### src/rtl/spi_port.sv
module spi_port #(
  parameter int W    = 8,
  parameter int DIV0 = 4,
  parameter int DIV1 = 16,
  parameter int DIV2 = 64
) (
  input  logic         clk,
  input  logic         rst_n,
  input  logic         ctrl_we,
  input  logic [7:0]   ctrl_wd,
  output logic [7:0]   ctrl_q,
  input  logic         buf_we,
  input  logic [W-1:0] buf_wd,
  input  logic         buf_re,
  output logic [W-1:0] buf_rd,
  output logic         buf_full,
  input  logic         tmr_tick,
  input  logic         sck_i,
  output logic         sck_o,
  output logic         sck_oe,
  output logic         sdo,
  output logic         sdo_oe,
  input  logic         sdi,
  input  logic         ss_n,
  output logic         port_en
);
  localparam int BW   = $clog2(W);
  localparam int DIVW = $clog2(DIV2 / 2);

  logic [3:0] mode;
  logic en, cpol, wcol, ovf;
  logic [2:0] sck_s;
  logic [1:0] ss_s, sdi_s;
  logic [W-1:0] sr;
  logic [BW-1:0] bcnt;
  logic [DIVW-1:0] div, half_m1;
  logic busy, sck_q, out_bit;

  assign ctrl_q = {ovf, wcol, cpol, en, mode};

  wire master = en && mode[3:2] == 2'b00;
  wire slave  = en && (mode == 4'b0100 || mode == 4'b0101);
  wire sel    = slave && (mode[0] || !ss_s[1]);
  wire active = master || sel;
  assign port_en = master || slave;

  always_comb
    case (mode[1:0])
      2'd0:    half_m1 = DIVW'(DIV0 / 2 - 1);
      2'd1:    half_m1 = DIVW'(DIV1 / 2 - 1);
      default: half_m1 = DIVW'(DIV2 / 2 - 1);
    endcase

  wire m_tick  = master && busy && (mode[1:0] == 2'd3 ? tmr_tick : div == half_m1);
  wire s_now   = sck_s[1] ^ cpol;
  wire s_prev  = sck_s[2] ^ cpol;
  wire lead    = master ? (m_tick && !sck_q) : (sel && s_now && !s_prev);
  wire trail   = master ? (m_tick && sck_q)  : (sel && !s_now && s_prev);
  wire done    = trail && bcnt == BW'(W - 1);
  wire [W-1:0] nxt = {sr[W-2:0], master ? sdi : sdi_s[1]};
  wire lose    = slave && buf_full && !buf_re;

  assign sck_o  = cpol ^ sck_q;
  assign sck_oe = master;
  assign sdo    = out_bit;
  assign sdo_oe = master || sel;

  always_ff @(posedge clk or negedge rst_n)
    if (!rst_n) begin
      mode <= '0; en <= 1'b0; cpol <= 1'b0; wcol <= 1'b0; ovf <= 1'b0;
      sck_s <= '0; ss_s <= '1; sdi_s <= '0;
      sr <= '0; bcnt <= '0; div <= '0; busy <= 1'b0; sck_q <= 1'b0;
      out_bit <= 1'b0; buf_rd <= '0; buf_full <= 1'b0;
    end else begin
      sck_s <= {sck_s[1:0], sck_i};
      ss_s  <= {ss_s[0], ss_n};
      sdi_s <= {sdi_s[0], sdi};

      if (ctrl_we) begin
        mode <= ctrl_wd[3:0];
        en   <= ctrl_wd[4];
        cpol <= ctrl_wd[5];
        wcol <= wcol & ctrl_wd[6];
        ovf  <= ovf & ctrl_wd[7];
      end
      if (buf_we && busy) wcol <= 1'b1;
      if (buf_re) buf_full <= 1'b0;

      if (port_en && buf_we && !busy) begin
        sr <= buf_wd;
        if (master) begin
          busy <= 1'b1; div <= '0; sck_q <= 1'b0;
        end
      end
      if (master && busy)
        div <= (div == half_m1) ? '0 : div + DIVW'(1);
      if (lead) begin
        out_bit <= sr[W-1];
        sck_q   <= master;
        busy    <= 1'b1;
      end
      if (trail) begin
        sr    <= nxt;
        bcnt  <= bcnt + BW'(1);
        sck_q <= 1'b0;
      end
      if (done) begin
        bcnt <= '0;
        busy <= 1'b0;
        if (lose) ovf <= 1'b1;
        else begin
          buf_rd   <= nxt;
          buf_full <= 1'b1;
        end
      end
      if (!active) begin
        busy <= 1'b0; bcnt <= '0; sck_q <= 1'b0; div <= '0;
      end
    end
endmodule


### config.mk
export PLATFORM = sky130hd
export DESIGN_NAME = spi_port
export DESIGN_NICKNAME = d
export VERILOG_FILES = /design/src/rtl/spi_port.sv
export SDC_FILE = /design/constraint.sdc
export NUM_CORES = 1
export LEC_CHECK = 0
export ABC_AREA = 1
export BUFFER_PORTS_ARGS = -buffer_cell sky130_fd_sc_hd__buf_2
export CAP_MARGIN = 20
export CORE_ASPECT_RATIO = 0.7
export CORE_UTILIZATION = 40
export DETAILED_ROUTE_END_ITERATION = 6
export SYNTH_ARGS = -nofsm -noshare
export SYNTH_HDL_FRONTEND = slang
export SYNTH_SLANG_ARGS = --single-unit
### constraint.sdc
create_clock -name clk -period 4.5 [get_ports clk]
set_input_delay 0.9 -clock clk [delete_from_list [all_inputs] [get_ports clk]]
set_output_delay 0.9 -clock clk [all_outputs]
set_load 0.05 [all_outputs]
==> flow_results.org <==
** Global routing
- For met2 alone, demand over resource in global routing was 25.20%.
- Total routing resource utilization after global routing :: between 15 and 20%
- Met3 usage in global routing :: 4.960%
- Met1 track demand over resource :: 26.00%
- Entering global routing, the biggest net connects 44 pins.
- The number of antenna violations at the first check in global routing is 0.
- Busiest layer in global routing :: met1
- Total grt overflow :: 0
- The number of global-route vias before repair came to 1464.
- Global-route wire length before repair :: 7003 um

** Routing
- After detailed routing, the average wire length per cell comes to 12.09 um.
- The routed design has 4209 um of wire.
- In this run the remaining antenna-violating nets after routing total 0.
- The first TritonRoute pass finished after 6 iterations.
- Number of design-rule violations left by the first detailed-router iteration :: between 90 and 100
- For this run, design rule violations remaining after detail routing come to 0.
- Using the TritonRoute via totals, the vias-per-cell ratio works out to 4.618.
- Via count of the routed design :: 1607

** Clock tree
- TritonCTS built the clock tree.
- After clock tree synthesis, the clock-pin slew on the worst setup and hold paths is 0.08 ns.
- Quantity of hold-fixing buffers added after cts :: 0
- Once the clock tree was built, the resizer swapped 0 gates to a different size.
- Clock insertion delay at the later pin of the skew report :: 0.30 ns
- Root Buffer :: sky130_fd_sc_hd__clkbuf_8
- The tree built by TritonCTS fans out to 43 sinks.
- TritonCTS Buffers :: 5
- Max H-tree Level :: 2
- Largest buffer count on any clock path :: 2
- Post-CTS timing repair inserted 0 buffers for setup.

** Layout
- In the final design database the tool counted 306 nets.
- The finished cells cover 0.002414 mm^2.
- Area growth syn-to-layout :: 18.78%
- Fraction of layout instances using a drive strength above 1 :: 26.16%
- Most common cell after layout, fill and taps aside :: sky130_fd_sc_hd__nand2_1
- Post-route core utilization :: between 40% and 50%
- 0 antenna diodes ended up in the layout.
- The top cell types in the final layout, fill and taps aside, are 74 x sky130_fd_sc_hd__nand2_1, 46 x sky130_fd_sc_hd__buf_2, 41 x sky130_fd_sc_hd__dfrtp_1.

** Synthesis
- Cell type with the largest total area after synthesis :: sky130_fd_sc_hd__dfrtp_1
- Basic-gate share of the synthesized area counting and, or, nand and nor cells :: 28.82%
- After synthesis, the netlist uses 29 different library cells.
- Main area contributors after synthesis :: sky130_fd_sc_hd__dfrtp_1 50%, sky130_fd_sc_hd__nand2_1 14%, sky130_fd_sc_hd__nand3_1 5.7%, sky130_fd_sc_hd__inv_1 3.9%, sky130_fd_sc_hd__o21ai_0 3.0%
- For this run, the register share of the synthesized area comes to 53.08%.
- The synthesized netlist devotes about 1.8% of its cell area to adder and majority cells.
- In this run, synthesis inferred 0 flip-flops with an integrated enable.
- After Yosys synthesis, XOR and XNOR cells account for 1.724% of the synthesized area.
- Fraction of synthesis flops using an asynchronous set or reset pin :: 100.0%
- Synthesized instance count :: 232
- The cell area that synthesis handed to floorplanning was 0.002032 mm^2.
- For this run, the leading register cell type out of synthesis is sky130_fd_sc_hd__dfrtp_1.
- For this run, the number of Yosys warnings is 0.
- After synthesis, the largest family of logic cells by area is simple AND/OR/NAND/NOR gates.
- Mean area per synthesized cell :: 8.758 um^2
- Number of storage elements in the synthesis netlist :: 43
- Fraction of the mapped netlist area in compound gates :: 7.697%
- After synthesis, the largest area contributor takes up between 50% and 60% of total cell area.
- Net count after synthesis :: 260
- Share of cell area taken by muxes after synthesis :: 0%

** STA
- The count of pins over their slew limit came to 0.
- After layout, the minimum clock period comes to 2.745 ns.
- Final-report hold violation count :: 0
- RSZ-0062 raised after global routing :: false
- The worst pin sits at a relative slew slack of 36.74%.
- Setup violations remaining at the end of the flow were counted as 0.
- Timing would allow up to 0.3644 GHz.
- Worst Clk Skew :: 0.007159 ns
- At the pin with the least slew margin, the transition time is around 0.95 ns.
- Worst hold slack :: 0.3499 ns
- In the finished design, the share of the clock period the worst path needs comes to 60.99%.
- Setup TNS :: 0 ns

** Setup path
- Most frequent CP cell :: sky130_fd_sc_hd__inv_1
- Element type at the critical path end :: output port
- The worst setup path is launched from a flip-flop.
- Cell breakdown of the critical path :: inv_1 > nand4_1 > a21oi_2 > inv_1 > nand2_1 > buf_2
- At the worst endpoint, the required time is 3.60 ns.
- Among all stages on the critical path, the largest delay is contributed by sky130_fd_sc_hd__dfrtp_1.
- Setup Crit Path Kind :: flip-flop to output port
- CP Data Arrival Time :: 1.84 ns
- The startpoint identified for the worst register-to-register timing path is mode[2]$_DFFE_PN0P_.
- The most critical setup path has its startpoint at mode[1]$_DFFE_PN0P_.
- Of all nets on the critical path, the largest fanout is 6.
- Slowest stage delay, CP :: 0.44 ns

** Power
- The analysis attributes to cell leakage a power of 0.001314 uW.
- Total power per unit cell area :: 387.4 mW/mm^2
- Worst supply voltage drop on vdd :: 0.1924 mV

** Hold path
- The worst hold path belongs to the class flip-flop to flip-flop.
- In this run the most critical hold path is launched from sck_s[0]$_DFF_PN0_.

** Run
- Max-cap violations in this run came to 0.

** Die
- The die is approximately 62 um tall.
- The total area inside the core boundary comes to 0.004835 mm^2.
- Number of placement rows :: 21
- Starting Density :: 42.03%
- Ports placed on the boundary :: 47
- The die covers 0.005373 mm^2.
- Die Width :: a little under 90 um

** Placed design
- Summed over all nets, the half-perimeter wirelength after detailed placement is between 3000 and 4000 um.
- Number of buffer cells added on primary ports :: 46
- Placer Congestion :: about 0.76
- In this run the cell area measured after placement is 0.002296 mm^2.

** Run status
- The flow ran to the end, and the final reports show no timing, DRC or antenna violations.
-- flip-flops by register name (all words and copies together) (netlist names) --
| signal | cells |
|---|---|
| buf_rd | 8 |
| sr | 8 |
| div | 5 |
| mode | 4 |
| bcnt | 3 |
| sck_s | 3 |
| sdi_s | 2 |
| ss_s | 2 |
| buf_full | 1 |
| busy | 1 |
| cpol | 1 |
| en | 1 |
| ovf | 1 |
| sck_q | 1 |
| sdo | 1 |
| wcol | 1 |
-- final cells by class --
class                   instances  area, um^2
flip-flops and latches         43        1079
repair buffers                 46       230.2
multi-input cells             159       814.5
clock buffers                   6       82.58
well taps                      69       86.33
clock inverters                 2       35.03
inverters                      23       86.33
fillers                       490        2421
-- per-stage QoR --
stage | worst slack, ns | power [uW] | std cells
2_1_floorplan | 1.686 | 580.1 | 232
3_3_place_gp | 2.096 | 634.1 | 340
3_5_place_dp | 2.064 | 632.3 | 340
4_1_cts | 1.729 | 946.6 | 348
5_1_grt | 1.598 | 984.4 | 348
6_report | 1.755 | 935.0 | 348
-- worst paths after layout --
kind | cells after the start | slack [ns] | end
max reg2reg | 9 | 2.58 | buf_rd[1]$_DFFE_PN0P_
max | 6 | 1.76 | sdo_oe
min in group asynchronous | 1 | 0.75 | div[4]$_DFFE_PN0P_
min | 0 | 0.35 | sck_s[1]$_DFF_PN0_
min reg2reg | 0 | 0.35 | sck_s[1]$_DFF_PN0_
max in group asynchronous | 1 | 3.16 | bcnt[0]$_DFFE_PN0P_
-- worst max-delay path, delay by kind of cell, from the launching register on --
kind	cells	cell delay (ns)
buffers and inverters	3	0.50
AND/OR/NAND/NOR	2	0.38
flip-flops	1	0.44
AO/OA/AOI/OAI	1	0.23
-- cells by family after synthesis --
logic type,Yosys count
AOI/OAI and AO/OA,28
xor gates and xnor gates,4
adders and majority gates,3
buffers and inverters,30
DFF,43
and+or+nand+nor,124
-- Yosys cell counts (all sizes together) (2+ instances only) --
| cell | number |
|---|---|
| a21oi | 5 |
| buf | 6 |
| dfrtp | 41 |
| dfstp | 2 |
| ha | 3 |
| inv | 23 |
| nand2 | 79 |
| nand3 | 24 |
| nand4 | 2 |
| nor2 | 15 |
| nor3 | 3 |
| o21ai | 21 |
| xor2 | 3 |
-- routing by layer --
metal,share of wire (%),vias up
li1,-,832
met1,54,739
met2,41,29
met3,4.2,7
met4,1.5,0
met5,0,-
-- power breakdown --
part,internal (uW),switching [uW]
clock,180,132
sequential,429,39.9
combinational,46.0,109
total,655,280
No activity file was read; power rests on OpenSTA's default activity.
